**src/rtl/dbus_pkg.sv**
```systemverilog
package dbus_pkg;
  typedef enum logic [1:0] {
    NODE_IDLE  = 2'd0,
    NODE_WAIT  = 2'd1,
    NODE_OWNER = 2'd2
  } node_state_t;
endpackage

```
**src/rtl/dbus_higher_seen.sv**
```systemverilog
// Reports whether any request line above position SELF is asserted.
module dbus_higher_seen #(
  parameter int N_DEV = 4,
  parameter int SELF  = 0
) (
  input  logic [N_DEV-1:0] lines,
  output logic             higher
);
  localparam int ABOVE = N_DEV - 1 - SELF;

  generate
    if (ABOVE == 0) begin : g_top
      assign higher = 1'b0;
    end else begin : g_rest
      assign higher = |lines[N_DEV-1:SELF+1];
    end
  endgenerate
endmodule

```
**src/rtl/dbus_node.sv**
```systemverilog
// One device controller: Moore machine with idle / waiting / owner states.
module dbus_node
  import dbus_pkg::*;
#(
  parameter int N_DEV = 4,
  parameter int SELF  = 0
) (
  input  logic             clk,
  input  logic             rst_n,
  input  logic             want,
  input  logic [N_DEV-1:0] lines_in,
  output logic             line_out,
  output logic             owner
);
  node_state_t state_q, state_d;
  logic        blocked;

  dbus_higher_seen #(.N_DEV(N_DEV), .SELF(SELF)) u_seen (
    .lines  (lines_in),
    .higher (blocked)
  );

  always_comb begin
    state_d = state_q;
    unique case (state_q)
      NODE_IDLE:  if (want) state_d = NODE_WAIT;
      NODE_WAIT:  if (!blocked) state_d = NODE_OWNER;
      NODE_OWNER: state_d = want ? NODE_WAIT : NODE_IDLE;
      default:    state_d = NODE_IDLE;
    endcase
  end

  always_ff @(posedge clk) begin
    if (!rst_n) state_q <= NODE_IDLE;
    else        state_q <= state_d;
  end

  assign line_out = (state_q == NODE_WAIT);
  assign owner    = (state_q == NODE_OWNER);
endmodule

```
**src/rtl/dbus_arbiter_top.sv**
```systemverilog
module dbus_arbiter_top #(
  parameter int N_DEV = 4
) (
  input  logic             clk,
  input  logic             rst_n,
  input  logic [N_DEV-1:0] dev_want,
  output logic [N_DEV-1:0] bus_req,
  output logic [N_DEV-1:0] bus_master
);
  generate
    for (genvar k = 0; k < N_DEV; k++) begin : g_node
      dbus_node #(.N_DEV(N_DEV), .SELF(k)) u_node (
        .clk      (clk),
        .rst_n    (rst_n),
        .want     (dev_want[k]),
        .lines_in (bus_req),
        .line_out (bus_req[k]),
        .owner    (bus_master[k])
      );
    end
  endgenerate
endmodule

```
**config.mk**
```make
export PLATFORM = sky130hd
export DESIGN_NAME = dbus_arbiter_top
export DESIGN_NICKNAME = d
export VERILOG_FILES = /design/src/rtl/dbus_pkg.sv /design/src/rtl/dbus_higher_seen.sv /design/src/rtl/dbus_node.sv /design/src/rtl/dbus_arbiter_top.sv
export SDC_FILE = /design/constraint.sdc
export NUM_CORES = 1
export LEC_CHECK = 0
export BUFFER_PORTS_ARGS = -buffer_cell sky130_fd_sc_hd__buf_2
export CORE_MARGIN = 5
export CORE_UTILIZATION = 30
export CTS_CLUSTER_SIZE = 40
export DETAILED_ROUTE_END_ITERATION = 10
export PLACE_DENSITY = 0.55
export SYNTH_ARGS = -nofsm -noshare
export SYNTH_HDL_FRONTEND = slang
export SYNTH_SLANG_ARGS = --single-unit
export TNS_END_PERCENT = 5
```
**constraint.sdc**
```tcl
create_clock -name clk -period 1.1 [get_ports clk]
set_input_delay 0 -clock clk [delete_from_list [all_inputs] [get_ports clk]]
set_output_delay 0 -clock clk [all_outputs]
set_load 0.01 [all_outputs]
```
==> results of run 1 <==
==> path summary, 6_finish.rpt <==
kind,cells after the start,slack [ns],to
max,2,0.14,bus_req[2]
min,3,0.05,g_node[3].u_node.state_q[0]
max reg2reg,4,0.15,g_node[0].u_node.state_q[0]
min reg2reg,1,0.43,g_node[1].u_node.state_q[1]
==> per-stage QoR <==
step	setup slack [ns]	cells	cell area, um^2
after floorplan	0.196	42	420
after CTS	0.115	67	487
final	0.140	67	487
after global routing	0.0430	67	487
after detailed placement	0.161	62	444
after global placement	0.180	62	444
==> power breakdown <==
group	switching (W)	total (W)	internal [W]
combinational	0.0000510	0.000112	0.0000608
clock	0.0000924	0.000217	0.000124
sequential	0.0000126	0.000321	0.000308
total	0.000156	0.000649	0.000493
==> cells by family (layout without fill, tap and decap cells) <==
logic type / Yosys count / count (layout) / synth area share (%)
compound gates: 3 / 3 / 4.17
buf+inv: 9 / 19 / 15.8
flops: 8 / 8 / 38.1
simple gates: 22 / 22 / 42.0
==> metal layers <==
layer / global-route usage (%) / up-vias / wire length, um
li1: - / 152 / -
met1: 9.98 / 127 / 297
met2: 9.09 / 8 / 276
met3: 2.26 / 2 / 60
met4: 8.29 / 0 / 9
met5: 0 / - / 0
==> cell usage after synthesis <==
library cell and number:
and2_1 1, and2b_4 1, nor2b_1 7, nand3b_4 1
nor3b_2 1, nor3b_1 1, nand2b_4 1, inv_4 1
o211ai_1 1, and3_1 1, and2b_1 1, nor4_2 1
o21ai_0 1, nand2_1 2, nor2b_4 1, nand3b_1 1
dfxtp_1 8, buf_4 8, a21oi_1 1, nor2_1 2
==> layout make-up <==
type / instances / area, um^2 / area share, %
Clock buffer: 3 / 22.5 / 4.63
Multi-Input combinational cell: 25 / 194 / 39.8
Timing Repair Buffer: 15 / 85.1 / 17.5
Inverter: 1 / 6.26 / 1.29
Sequential cell: 8 / 160 / 32.9
Tap cell: 15 / 18.8 / 3.86
==> critical path, stage by stage, from the launching register on <==
cell	delay, ns
dfxtp_1	0.33
nor2b_4	0.22
buf_2	0.16
==> timing repair <==
item                                   in CTS  in global routing
gates resized for setup                     0                  0
endpoints found under the hold margin       2                  0
hold buffers                                2                  0
==> out/metrics.cfg, run 1 <==
[outcome]
status = completed

[worst_setup_path]
end_kind = primary output
arrival_ns = 0.96
required_ns = 1.10
crit_type = reg -> out
crit_path_start = g_node[2].u_node.state_q[0]
worst-path-max-fanout = 6
worstReg2RegStart = g_node[3].u_node.state_q[1]
cp-start-kind = flip-flop

[floorplan]
start_util_pct = 31.9
die_w_um = 47.4
coreArea_mm2 = 0.00132
io_pins = 14
rows = 13
die-area_mm2 = 0.00225
die_height_um = 47.4

[sta]
clock-skew-final_ns = 0.00469
max_slew_margin_pct = 87.4
tightest_slew_ns = 0.188
hold_viol = 0
holdWs_ns = 0.0518
min_period_ns = 0.960
rsz0062_at_grt = false
period_share_pct = 87.3
report.final.slew_viol_count = 0
tns_ns = 0
finalSetupViolCount = 0
fmax_mhz = 1040

[clock_network]
clk_latency_ns = 0.25
cts_tree = done
cts.sinks = 8
numCtsBuffers = 3
post_cts_buffers = 0
root_buffer = clkbuf_4
cts.clk_slew.worst_paths_ns = 0.05
htree_levels = 1
clk_path_buf_depth = 2

[yosys]
yosysTopAreaCell = dfxtp_1
synth-seq-area-share_pct = 38.1
avgSynthCellArea_um2 = 10.0
netlist_instances = 42
synth_fp_nets = 48
yosysUniqueCellTypes = 20
synth_area_um2 = 420
yosysTopAreaCellShare_pct = 38.1
ys_ff_latch = 8
synthTopCellsByArea = dfxtp_1, buf_4, nor2b_1
yosysWarnings = 0

[global_routing]
grt_pass1_wl_um = 1110
antenna_found_initial = 0
grt-ovfl-total = 0
grt_pass1_vias = 256
grt_max_degree = 9
track_usage_pct = 7.60

[route]
drc = 0
via_per_inst = 4.31
num_vias = 289
finalWirelength_um = 644
first_iter_violations = 0
antenna_left = 0
firstDrtPassIters = 1
avgRoutedWirePerCell_um = 9.61

[place]
gp_congestion = 0.655
portBuffers = 13
place_hpwl_um = 484

[power_and_ir_drop]
power.density_mw_per_mm2 = 1330
ir_drop_mv = 0.631
power_w = 0.000649
p_leak_nw = 0.239

[finish]
nFillCells = 132
reg_top3 = g_node.u_node.state_q x8
area_growth_syn_to_layout_pct = 15.8
layout.nets = 60
largest_reg_flops = 8
final_util_pct = 36.9
final_cell_mix = buf_2, dfxtp_1, nor2b_1
diodes = 0
layout_commonest_cell = buf_2
top_register = g_node.u_node.state_q
drive_gt1_share_pct = 44.2

[worst_hold_path]
hp-class = in -> reg
hold_start = rst_n

[job]
cap_violations = 0

No activity file was read; power rests on OpenSTA's default activity.
==> inputs of run 2 (changes only) <==
Settings changed: PLACE_DENSITY 0.55 to 0.62, SLEW_MARGIN set to 20.
==> run 2 against run 1 <==
Effect of this change: wire length increased by 6.2%; core utilization unchanged; setup slack got worse by 0.012 ns; largest cell class unchanged; total power increased by 0.58%; worst hold slack improved by 0.0037 ns; clock skew decreased by 0.0045 ns; critical path depth unchanged; cell count unchanged; sequential cell count unchanged; global-route usage decreased by 0.17 points; largest power group unchanged.
==> out/metrics.cfg, run 2 (same netlist as run 1, synthesis figures left out) <==
[power_and_ir_drop]
power.density_mw_per_mm2 = 1340
p_leak_nw = 0.239
ir_drop_mv = 0.338

[finish]
reg_top3 = g_node.u_node.state_q x8
area_growth_syn_to_layout_pct = 15.8
largest_reg_flops = 8
diodes = 0
layout.nets = 60
final_cell_mix = buf_2, dfxtp_1, nor2b_1
drive_gt1_share_pct = 44.2
design_area_um2 = 487
top_register = g_node.u_node.state_q
layout_commonest_cell = buf_2

[sta]
min_period_ns = 0.972
fmax_mhz = 1030
period_share_pct = 88.4
max_slew_margin_pct = 87.1
tns_ns = 0
rsz0062_at_grt = false
hold_viol = 0
finalSetupViolCount = 0
tightest_slew_ns = 0.192
clock-skew-final_ns = 0.000203
report.final.slew_viol_count = 0

[place]
place_hpwl_um = 537
place_area_um2 = 444
gp_congestion = 0.655
portBuffers = 13

[worst_setup_path]
worst-path-max-fanout = 4
cp_num_buf_inv = 1
critPathSlowestCell = dfxtp_1
crit_family = flip-flops
cp-start-kind = flip-flop
cp_cell_sequence = and2b_4 > buf_2
required_ns = 1.10
cpPeakStageDelay_ns = 0.32
arrival_ns = 0.97
crit_type = reg -> out
end_kind = primary output

[global_routing]
grt-ovfl-total = 0
grt_pass1_vias = 259
grt_max_degree = 9
antenna_found_initial = 0
grt_pass1_wl_um = 1070
track_usage_pct = 7.44

[route]
avgRoutedWirePerCell_um = 10.2
firstDrtPassIters = 3
via_per_inst = 4.28
drc = 0
num_vias = 287
finalWirelength_um = 684
antenna_left = 0
first_iter_violations = 3

[worst_hold_path]
hp-class = in -> reg

[clock_network]
htree_levels = 1
cts.clk_slew.worst_paths_ns = 0.05
post_cts_buffers = 0
cts_resized = 0
clk_path_buf_depth = 2
root_buffer = clkbuf_4
cts.sinks = 8
cts_tree = done
clk_latency_ns = 0.25
ctsHoldBuffers = 2
numCtsBuffers = 3

[job]
cap_violations = 0

[floorplan]
coreArea_mm2 = 0.00132
die-area_mm2 = 0.00225
rows = 13
io_pins = 14
die_height_um = 47.4
die_w_um = 47.4
start_util_pct = 31.9

[outcome]
status = completed

## run 2: layout make-up
cell class | instances | area, um^2
Tap cell | 15 | 18.8
Multi-Input combinational cell | 25 | 194
Clock buffer | 3 | 22.5
Timing Repair Buffer | 15 | 85.1
Inverter | 1 | 6.26
Sequential cell | 8 | 160
Fill cell | 136 | 831
## run 2: worst paths after layout
| kind | start | endpoint | slack, ns | cells after the start |
|---|---|---|---|---|
| max | g_node[1].u_node.state_q[1] | bus_req[1] | 0.13 | 2 |
| min | rst_n | g_node[3].u_node.state_q[0] | 0.06 | 3 |
| max reg2reg | g_node[3].u_node.state_q[1] | g_node[0].u_node.state_q[0] | 0.14 | 4 |
| min reg2reg | g_node[1].u_node.state_q[1] | g_node[1].u_node.state_q[1] | 0.45 | 1 |
## run 2: tightest hold or removal path: stages
cell and delay (ns):
buf_2 0.15, nand2_1 0.08, nor2_1 0.03
## run 2: where the power goes
group	internal [W]	leakage [nW]	switching (W)
clock network	0.000125	0.0138	0.0000953
logic	0.0000608	0.159	0.0000509
registers	0.000308	0.0658	0.0000134
total	0.000493	0.239	0.000160
## run 2: stage by stage
step	cells	utilization [%]	hold slack (ns)	worst slack, ns	power, W
6_report	67	36.9	0.0554	0.128	0.000653
5_1_grt	67	36.9	0.0714	0.0487	0.000695
3_5_place_dp	62	33.7	0.222	0.138	0.000436
2_1_floorplan	42	-	0.114	0.196	0.000420
4_1_cts	67	36.9	0.0482	0.107	0.000669
3_3_place_gp	62	33.7	0.214	0.167	0.000435
## run 2: metal layers
layer  vias to the layer above  wire length (um)  GRT usage [%]  part of all wire [%]
met2                         9               293           8.29                    43
met5                         -                 0              0                     0
met4                         0                19           11.6                   2.8
met1                       125               299           9.03                    44
li1                        151                 -              -                     -
met3                         2                71           1.88                    10
